### config.mk
export PLATFORM = sky130hd
export DESIGN_NAME = port_sel_decoder
export DESIGN_NICKNAME = d
export VERILOG_FILES = /design/src/rtl/pds_pkg.sv /design/src/rtl/pds_oct_stage.sv /design/src/rtl/pds_sel_decoder.sv /design/src/rtl/pds_clash_detect.sv /design/src/rtl/port_sel_decoder.sv
export SDC_FILE = /design/constraint.sdc
export NUM_CORES = 1
export LEC_CHECK = 0
export BUFFER_PORTS_ARGS = -buffer_cell sky130_fd_sc_hd__buf_4
export CAP_MARGIN = 15
export CORE_AREA = 3 3 40 42
export DETAILED_ROUTE_END_ITERATION = 7
export DIE_AREA = 0 0 43 45
export GPL_TIMING_DRIVEN = 0
export SETUP_SLACK_MARGIN = 0.1
export SLEW_MARGIN = 20
export SYNTH_ARGS = -nofsm -noshare
export SYNTH_HDL_FRONTEND = slang
export SYNTH_SLANG_ARGS = --single-unit
### constraint.sdc
create_clock -name vclk -period 1.4
set_input_delay 0.07 -clock vclk [all_inputs]
set_output_delay 0.07 -clock vclk [all_outputs]
set_load 0.1 [all_outputs]
### src/rtl/pds_pkg.sv
// Package: shared types for the port device select decoder.
// Assumes ADDR_W >= 3, so that full mode can be built from 1-of-8 stages.
package pds_pkg;

    typedef enum logic [1:0] {
        SEL_SINGLE = 2'd0,
        SEL_LINEAR = 2'd1,
        SEL_QUAD   = 2'd2,
        SEL_FULL   = 2'd3
    } sel_mode_e;

    // Number of select lines per direction for a decode mode.
    function automatic int sel_count(sel_mode_e m, int addr_w);
        case (m)
            SEL_SINGLE: return 1;
            SEL_LINEAR: return addr_w;
            SEL_QUAD:   return 4;
            default:    return 1 << addr_w;
        endcase
    endfunction

endpackage

### src/rtl/pds_oct_stage.sv
// Module: 1-of-8 decode stage with two active-low enables and one active-high enable.
// Assumes nothing about input timing. When the enable condition is not met, all outputs stay high.
module pds_oct_stage (
    input  logic       en_hi,
    input  logic       en_a_n,
    input  logic       en_b_n,
    input  logic [2:0] sel,
    output logic [7:0] y_n
);
    logic active;

    // Enable gating: active only with both low enables low and the high enable high.
    always_comb active = en_hi & ~en_a_n & ~en_b_n;

    // One-cold output: only the line picked by sel drops.
    always_comb begin
        for (int k = 0; k < 8; k++) begin
            y_n[k] = ~(active && (sel == 3'(k)));
        end
    end
endmodule

### src/rtl/pds_sel_decoder.sv
// Module: builds one direction's active-low select vector from the status line,
// that direction's strobe and the port address. MODE picks the decode style.
// Assumes NSEL matches pds_pkg::sel_count(MODE, ADDR_W).
module pds_sel_decoder #(
    parameter pds_pkg::sel_mode_e MODE = pds_pkg::SEL_LINEAR,
    parameter int ADDR_W = 8,
    parameter int NSEL   = pds_pkg::sel_count(MODE, ADDR_W)
) (
    input  logic              io_sel,
    input  logic              strb_n,
    input  logic [ADDR_W-1:0] addr,
    output logic [NSEL-1:0]   sel_n
);
    localparam int HI_W    = ADDR_W - 3;
    localparam int NSTAGE  = 1 << HI_W;

    if (MODE == pds_pkg::SEL_FULL) begin : g_full
        // Full decode: bank of 1-of-8 stages; the upper address bits pick a stage.
        for (genvar j = 0; j < NSTAGE; j++) begin : g_stage
            logic hit;
            // Stage enable: the upper address bits equal this stage's number.
            always_comb hit = (addr[ADDR_W-1:3] == HI_W'(j));
            pds_oct_stage u_stage (
                .en_hi  (hit),
                .en_a_n (strb_n),
                .en_b_n (~io_sel),
                .sel    (addr[2:0]),
                .y_n    (sel_n[j*8 +: 8])
            );
        end
    end else begin : g_gated
        logic go;
        // Gated strobe: an I/O cycle with this direction's strobe low.
        always_comb go = io_sel & ~strb_n;

        if (MODE == pds_pkg::SEL_LINEAR) begin : g_linear
            // Linear selection: each address bit owns one select.
            always_comb sel_n = ~({NSEL{go}} & addr);
        end else if (MODE == pds_pkg::SEL_QUAD) begin : g_quad
            // Quad decode: only the two lowest address bits count.
            always_comb begin
                for (int k = 0; k < 4; k++) begin
                    sel_n[k] = ~(go && (addr[1:0] == 2'(k)));
                end
            end
        end else begin : g_single
            // Single port: the gated strobe is the select; the address is ignored.
            always_comb sel_n = ~go;
        end
    end
endmodule

### src/rtl/pds_clash_detect.sv
// Module: raises a flag when more than one active-low input select is low.
// Assumes a select vector of any width, 1 or more.
module pds_clash_detect #(
    parameter int NSEL = 8
) (
    input  logic [NSEL-1:0] sel_n,
    output logic            clash
);
    logic [NSEL-1:0] act;

    // Clearing the lowest set bit leaves something only when two or more bits are set.
    always_comb begin
        act   = ~sel_n;
        clash = |(act & (act - NSEL'(1)));
    end
endmodule

### src/rtl/port_sel_decoder.sv
// Module: top of the port device select decoder. Produces the input and output
// select vectors and the input bus contention flag. Purely combinational: no clock, no state.
module port_sel_decoder #(
    parameter pds_pkg::sel_mode_e MODE = pds_pkg::SEL_LINEAR,
    parameter int ADDR_W = 8,
    parameter int NSEL   = pds_pkg::sel_count(MODE, ADDR_W)
) (
    input  logic              io_sel,
    input  logic              rd_n,
    input  logic              wr_n,
    input  logic [ADDR_W-1:0] port_addr,
    output logic [NSEL-1:0]   in_sel_n,
    output logic [NSEL-1:0]   out_sel_n,
    output logic              bus_clash
);
    // Input direction decode, driven by the read strobe.
    pds_sel_decoder #(.MODE(MODE), .ADDR_W(ADDR_W), .NSEL(NSEL)) u_in_dec (
        .io_sel (io_sel),
        .strb_n (rd_n),
        .addr   (port_addr),
        .sel_n  (in_sel_n)
    );

    // Output direction decode, driven by the write strobe.
    pds_sel_decoder #(.MODE(MODE), .ADDR_W(ADDR_W), .NSEL(NSEL)) u_out_dec (
        .io_sel (io_sel),
        .strb_n (wr_n),
        .addr   (port_addr),
        .sel_n  (out_sel_n)
    );

    // Contention watch on the input side only.
    pds_clash_detect #(.NSEL(NSEL)) u_clash (
        .sel_n (in_sel_n),
        .clash (bus_clash)
    );
endmodule

; ---- Word-level counts from Yosys, hierarchy flattened
; Cells that the tools add are included.
[classes]
n_addsub = 1
bitwise_logic = 10
reduce_logical = 1
[op_table]
columns = cell, count
row1 = AND 8 bit, 3
row2 = inverter 8 bit, 3
row3 = OR reduction 8 bit, 1
row4 = subtractor 8 x 1 -> 8 bit (second input constant), 1
row5 = AND 1 bit, 2
row6 = inverter 1 bit, 2
[totals]
regBits = 0
inputBits = 11
out_inout_bits = 17
wordCells = 12

; ---- Logic depth before layout (Yosys ltp)
; Gate-level depths: netlist of the first run.
[depth]
ltp_word = 8
mapped_depth = 4
ltp_nobuf = 4

; ---- Hierarchy
; A second synthesis of the first run with hierarchy kept.
[unflattened]
hier_cells = 27
hier_area_um2 = 196.4
[modules_own_cells]
columns = mod, instances, cells_each, area_each_um2, seq_area_each_um2
row1 = pds_sel_decoder, 2, 9, 65.1, 0.0
row2 = pds_clash_detect, 1, 9, 66.3, 0.0

; ---- Worst setup path before layout of the first run
; Ideal clock, no wire load.
[synth_path]
path_kind = in2out
from = in port_addr[2]
to = out bus_clash
arrival_ps = 1363
setup_slack_ps = -33
path_stages = 3
path_cell_list = or4_1 a2111o_1 and3_1
[synth_between]
elab_chain_cells = 6
[synth_lines]
columns = element, line
row1 = "start, declared", port_sel_decoder.sv:11  ; input logic [ADDR_W-1:0] port_addr,
row2 = AND 8 bit (*), pds_sel_decoder.sv:38  ; always_comb sel_n = ~({NSEL{go}} & addr);
row3 = inverter 8 bit (*), pds_sel_decoder.sv:38
row4 = inverter 8 bit (*), pds_clash_detect.sv:13  ; act = ~sel_n;
row5 = subtractor 8 x 1 -> 8 bit, pds_clash_detect.sv:14  ; clash = |(act & (act - NSEL'(1)));
row6 = AND 8 bit (*), pds_clash_detect.sv:14
row7 = OR reduction 8 bit (*), pds_clash_detect.sv:14
row8 = "end, declared", port_sel_decoder.sv:14  ; output logic bus_clash
; Mark *: on every way between the ends. The rest lies on a longest branch, timed or not.

; ---- Final worst setup path of the first run
; Ends and elaborated chain as after synthesis.

==> results of run 1 <==
area by class of cell:
type,count,area (sq um)
multi-input cells,27,168
repair buffers,28,234
well taps,15,18.8
fillers,137,857
plain buffers,2,7.51
synthesized netlist by cell type:
cell type,number
o21ai_0,1
nor3_1,1
or4_1,1
a2111oi_0,1
nor2b_1,2
nand2_1,16
a2111o_1,1
a211oi_1,1
or2_2,1
and3_1,1
maj3_1,1
clkbuf_1,2
tightest hold or removal path, delay by kind of cell:
family | cells | cell delay, ns
buffers and inverters | 2 | 0.31
AND/OR/NAND/NOR | 1 | 0.04
where the power goes:
part | switching, mW | internal, mW | leakage (nW) | total (mW)
clock network | 0 | 0 | 0 | 0
logic | 0.188 | 0.0669 | 0.175 | 0.255
registers | 0 | 0 | 0 | 0
total | 0.188 | 0.0669 | 0.175 | 0.255
layer usage:
layer,share of wire [%],wire [um],vias up,track usage (%)
met5,0,0,-,0
met4,0,0,0,0
met3,11,78,0,1.20
met2,43,317,16,12.3
met1,46,343,117,10.0
li1,-,-,158,-
worst max path at each step:
stage                             from   endpoint  slack (ns)  depth (start not counted)
after global routing      port_addr[2]  bus_clash       -0.05                          5
after global placement    port_addr[1]  bus_clash       -0.10                          6
after CTS                 port_addr[2]  bus_clash      -0.005                          5
after floorplan           port_addr[2]  bus_clash        0.19                          3
after detailed placement  port_addr[1]  bus_clash       -0.13                          6
final                     port_addr[2]  bus_clash      -0.005                          5
layout by cell type, fill, tap and decap left out, types with 2 or more instances in the layout:
cell type / instances
buf_4: 25
nand2_1: 16
nor2b_1: 2
clkbuf_1: 2
timing repair:
| item | CTS | global route |
|---|---|---|
| pin swaps | 0 | 1 |
| cloned | 0 | 0 |
| hold buffers | 0 | 0 |
| endpoints found under the hold margin | 0 | 0 |
| endpoints found under the setup margin | 1 | 1 |
| gates resized for setup | 10 | 1 |
cells by family after synthesis:
logic type,after synthesis,synth area share (%)
simple gates,22,66.1
buf+inv,2,5.09
fa+ha+maj,1,6.78
compound gates,4,22.0
==> impl_metrics.toml, run 1 <==
[synthesis]
syn_area_sq_um = 148
synth_top_area_share_pct = 40.7
syn_area_per_cell_sq_um = 5.09
yosysWarnings = 0
synth_cells = 29
yosysUniqueCellTypes = 12
synth_area_leader_cell = "nand2_1"
synth_fp_nets = 40
ys_seq_area_share_pct = 0
synthTopCellsByArea = "nand2_1, nor2b_1, a2111o_1, maj3_1, a2111oi_0"

[worst_setup_path]
crit_buf_inv = 2
crit_path_max_incr_delay_ns = 0.52
end_kind = "output port"
crit_path_max_fanout = 5
start_kind = "input port"
critPathTopFamily = "simple AND/OR/NAND/NOR gates"
crit_type = "in -> out"
cpMaxStageDelayCell = "or4_4"
crit_required_ns = 1.33
cp_cell_sequence = "buf_8, or4_4, a2111o_1, and3_4, buf_12"
cp.arrival_ns = 1.34

[placed_design]
preCtsSetupSlack_ns = -0.126
gp_congestion = 0.708
portBuffers = 28
dp.final_hpwl_um = 584
postPlaceCellArea_sq_um = 382
dp.cells = 72

[timing]
whs_ns = 0.498
fin_tns_setup_ns = -0.00534
layout_worst_path_cycle_share_pct = 100
final-hold-violation-count = 0
setup_violations = 1
final.setup.worst_slack_ns = -0.00534
min_period_ns = 1.41
slew_violations = 0
fmax_mhz = 712
rsz0062_at_grt = "true"
slew_headroom_pct = 75.2
worstMarginPinSlew_ns = 0.373

[detailed_routing]
ant_nets = 0
wl_per_cell_um = 10.3
drc = 0
viasPerCell = 4.04
routed-via-count = 291
first_pass_iters = 2
drtIter0Drc = 3
routed_wl_um = 739

[global_route]
antenna_found_initial = 0
grt_pass1_vias = 266
grt_usage_pct = 7.13
overflow = 0
grt_pass1_wl_um = 1150
grt_max_degree = 10

[min_path]
hold_class = "in -> out"
worstHoldEndpoint = "in_sel_n[2]"
min-delay-start = "port_addr[2]"
hold_depth = 3

[floorplan]
fp-row-count = 13
num_io_pins = 28
fp.dieH_um = 45
start_util_pct = 11.5
die_area_sq_um = 1940
die_x_um = 43
core-area_sq_um = 1280

[cells_and_area]
layout.area.seq_sq_um = 0
n_sequential_cell = 0
stdcell_count = 72
clock_buffers = 0
postLayoutCoreUtil_pct = 33.3
finish.instance_area_sq_um = 428
fin_nets = 70
drive_above_1_share_pct = 56.1
diodes = 0
syn2layout_area_growth_pct = 190

[outcome]
violations = "negative setup slack"
status = "complete, but fails checks"

[clock_tree]
postCtsSetupBuffers = 0

[pwr]
ir_drop_mv = 0.223
p_total_mw = 0.255
p_leak_nw = 0.175
power_density_nw_per_um2 = 596

[run]
max_cap_violations = 0
Power figures use the tool's default switching activity.
==> run 2: changes to the inputs <==
SKIP_LAST_GASP = 1   (was unset)
clock period = 1.3 ns   (was 1.4 ns; I/O delays follow)
==> impl_metrics.toml, run 2 (synthesized netlist as in run 1, its figures left out) <==
[outcome]
status = "complete, but fails checks"
violations = "negative setup slack"

[floorplan]
start_util_pct = 11.5
num_io_pins = 28
die_x_um = 43
core-area_sq_um = 1280
die_area_sq_um = 1940
fp.dieH_um = 45
fp-row-count = 13

[detailed_routing]
routed-via-count = 289
viasPerCell = 4.01
routed_wl_um = 731
ant_nets = 0
drc = 0
wl_per_cell_um = 10.2
drtIter0Drc = 1
first_pass_iters = 2

[placed_design]
dp.final_hpwl_um = 584
postPlaceCellArea_sq_um = 382
preCtsSetupSlack_ns = -0.216
gp_congestion = 0.708
portBuffers = 28

[min_path]
worstHoldEndpoint = "out_sel_n[7]"
hold_class = "in -> out"
hold_depth = 3
min-delay-start = "port_addr[7]"

[timing]
rsz0062_at_grt = "true"
worstMarginPinSlew_ns = 0.384
final-hold-violation-count = 0
setup_violations = 1
slew_headroom_pct = 74.4
slew_violations = 0
fmax_mhz = 698
layout_worst_path_cycle_share_pct = 110
min_period_ns = 1.43
final.setup.worst_slack_ns = -0.133

[global_route]
antenna_found_initial = 0
grt_max_degree = 10
grt-busiest-layer = "met2"
grt_pass1_vias = 263
grt_usage_pct = 6.97
overflow = 0
grt_use_met1_pct = 9.76
grt_use_met2_pct = 12.0
grt_use_met3_pct = 1.20
grt_pass1_wl_um = 1120

[cells_and_area]
final_common_cell = "buf_4"
clock_buffers = 0
syn2layout_area_growth_pct = 182
finish.instance_area_sq_um = 417
diodes = 0
postLayoutCoreUtil_pct = 32.4
n_sequential_cell = 0
drive_above_1_share_pct = 56.1
fin_nets = 70
final_cell_mix = "buf_4, nand2_1, nor2b_1, clkbuf_1"
layout.area.seq_sq_um = 0

[run]
max_cap_violations = 0

[pwr]
p_leak_nw = 0.171
power_density_nw_per_um2 = 652
ir_drop_mv = 0.240

[worst_setup_path]
end_kind = "output port"
crit_path_max_fanout = 5
cp.arrival_ns = 1.37
crit_required_ns = 1.24
crit_type = "in -> out"
start_kind = "input port"

[clock_tree]
hold_buffers = 0
==> run 2: how the worst max path moves through the flow <==
stage                      to  cells past startpoint    startpoint
floorplan           bus_clash                      3  port_addr[2]
global placement    bus_clash                      6  port_addr[1]
detailed placement  bus_clash                      6  port_addr[1]
CTS                 bus_clash                      5  port_addr[2]
global route        bus_clash                      5  port_addr[2]
finish              bus_clash                      5  port_addr[2]
==> run 2: power breakdown <==
part	leakage [nW]	total [mW]	switching (mW)	internal, mW
combinational	0.171	0.272	0.203	0.0688
sequential	0	0	0	0
clock	0	0	0	0
==> run 2: through the flow <==
stage	std cells	hold slack [ns]	power, mW	setup TNS (ns)
finish	72	0.494	0.272	-0.133
global route	72	0.509	0.283	-0.171
CTS	72	0.496	0.269	-0.128
detailed placement	72	0.495	0.259	-0.216
global placement	72	0.494	0.258	-0.192
floorplan	29	0.578	0.185	0
==> run 2: routing by layer <==
metal / wire (um) / up-vias
met5: 0 / -
met4: 0 / 0
met3: 78 / 0
met2: 310 / 16
met1: 343 / 117
li1: - / 156
==> run 2: cell type report <==
cell class                 instances  area, sq um
fill                             143          868
timing repair buffer              28          223
tap                               15         18.8
buffer                             2         7.51
multi-input combinational         27          168
==> run 2: repair_timing <==
item                       4_1_cts  5_1_grt
resized for setup                6        2
buffers inserted                 0        0
setup endpoints to repair        1        1
==> run 2: critical path, cell delays in order <==
cell and delay, ns:
buf_4 0.14, or4_4 0.52, a2111o_1 0.29, and3_4 0.19, buf_12 0.16
==> run 3: changes to the inputs <==
ABC_AREA = 1   (was unset)
==> impl_metrics.toml, run 3 <==
[synthesis]
syn_area_sq_um = 253
synth_fp_nets = 67
synth_top_area_share_pct = 34.2
yosysUniqueCellTypes = 12
syn_area_per_cell_sq_um = 4.51
yosysWarnings = 0
synthTopCellsByArea = "nand2_1, inv_1, nand3_1, nor2_1, nand3_2"
synth_area_leader_cell = "nand2_1"
synth_cells = 56
synth_common_cells = "nand2_1, inv_1, nand3_1, nor2_1"
ys_seq_area_share_pct = 0
yosysMostFrequentCell = "nand2_1"

[detailed_routing]
routed_wl_um = 999
viasPerCell = 4.30
drtIter0Drc = 6
routed-via-count = 439
ant_nets = 0
drc = 0
first_pass_iters = 3
wl_per_cell_um = 9.79

[outcome]
status = "completed"

[run]
max_cap_violations = 0

[pwr]
p_leak_nw = 0.326
power_density_nw_per_um2 = 597
p_total_mw = 0.371
ir_drop_mv = 0.195

[min_path]
hold_class = "in -> out"

[global_route]
grt_pass1_wl_um = 1660
grt_max_degree = 9
antenna_found_initial = 0
grt_pass1_vias = 374
grt_usage_pct = 10.6
overflow = 0

[cells_and_area]
clock_buffers = 0
n_sequential_cell = 0
final_cell_mix = "buf_4, nand2_1, inv_1, nand3_4"
diodes = 0
fin_nets = 100
layout.area.seq_sq_um = 0
final_common_cell = "buf_4"
fill_cells = 155
multiInputGateArea_sq_um = 298
syn2layout_area_growth_pct = 146
stdcell_count = 102
drive_above_1_share_pct = 57.5

[placed_design]
dp.final_hpwl_um = 854
portBuffers = 28
gp_congestion = 0.741
dp.cells = 99
preCtsSetupSlack_ns = -0.0370

[timing]
final.setup.worst_slack_ns = 0.0739
slew_headroom_pct = 78.5
slew_violations = 0
final-hold-violation-count = 0
min_period_ns = 1.23
setup_violations = 0
worstMarginPinSlew_ns = 0.321
layout_worst_path_cycle_share_pct = 94.3
fin_tns_setup_ns = 0
fmax_mhz = 816
rsz0062_at_grt = "true"

[floorplan]
num_io_pins = 28
fp-row-count = 13
core-area_sq_um = 1280
start_util_pct = 19.7
die_area_sq_um = 1940
die_x_um = 43
fp.dieH_um = 45

[worst_setup_path]
path_common_cell = "nand2_1"
crit_path_max_fanout = 6
cpMaxStageDelayCell = "clkinvlp_4"
crit_type = "in -> out"
crit_required_ns = 1.24
cp.arrival_ns = 1.16
cp_cell_sequence = "buf_8, clkinvlp_4, nand3_4, nand2_1, nor2_1, nand2_1, nand2_1, nand2_1, inv_2, nand2_8, buf_12"
crit_path_max_incr_delay_ns = 0.22
end_kind = "output port"
start_kind = "input port"
## run 3: final timing paths
path | startpoint | endpoint | slack, ns | cells after the start
worst max-delay path | rd_n | bus_clash | 0.07 | 11
worst min-delay path | port_addr[7] | out_sel_n[7] | 0.49 | 3
## run 3: layout make-up
class	count	area share, %
inverter	13	8.45
multi-input combinational	43	47.9
tap	15	3.02
timing repair buffer	31	40.6
## run 3: cells by family after synthesis
logic type,after synthesis,share of synthesized area [%]
buf+inv,13,19.3
compound gates,4,10.9
simple gates,39,69.8
## run 3: layer usage
metal  track usage (%)  wire length [um]  part of all wire (%)
met5                 0                 0                     0
met2              19.8               488                    49
met4                 0                 0                     0
met1              14.3               402                    40
met3             0.797               108                    11
## run 3: repair_timing
action,in CTS,in global routing
gates cloned,0,0
pin swaps,5,7
setup buffers,2,1
resized for setup,6,4
hold buffers,0,0
endpoints found under the setup margin,1,9
## run 3: critical path, delay by kind of cell
| kind | cells | cell delay (ns) |
|---|---|---|
| and+or+nand+nor | 7 | 0.54 |
| buffers and inverters | 4 | 0.55 |
## run 3: metrics by stage
| stage | instance area [sq um] | utilization [%] | hold WS (ns) |
|---|---|---|---|
| final | 622 | 48.4 | 0.485 |
| after global routing | 622 | 48.4 | 0.508 |
| after CTS | 599 | 46.6 | 0.486 |
| after detailed placement | 562 | 43.7 | 0.485 |
| after global placement | 562 | 43.7 | 0.485 |
| after floorplan | 333 | - | 0.345 |
## run 3: report_power, final
group	switching [mW]	internal, mW	leakage [nW]
clock network	0	0	0
registers	0	0	0
logic	0.268	0.104	0.326
total	0.268	0.104	0.326
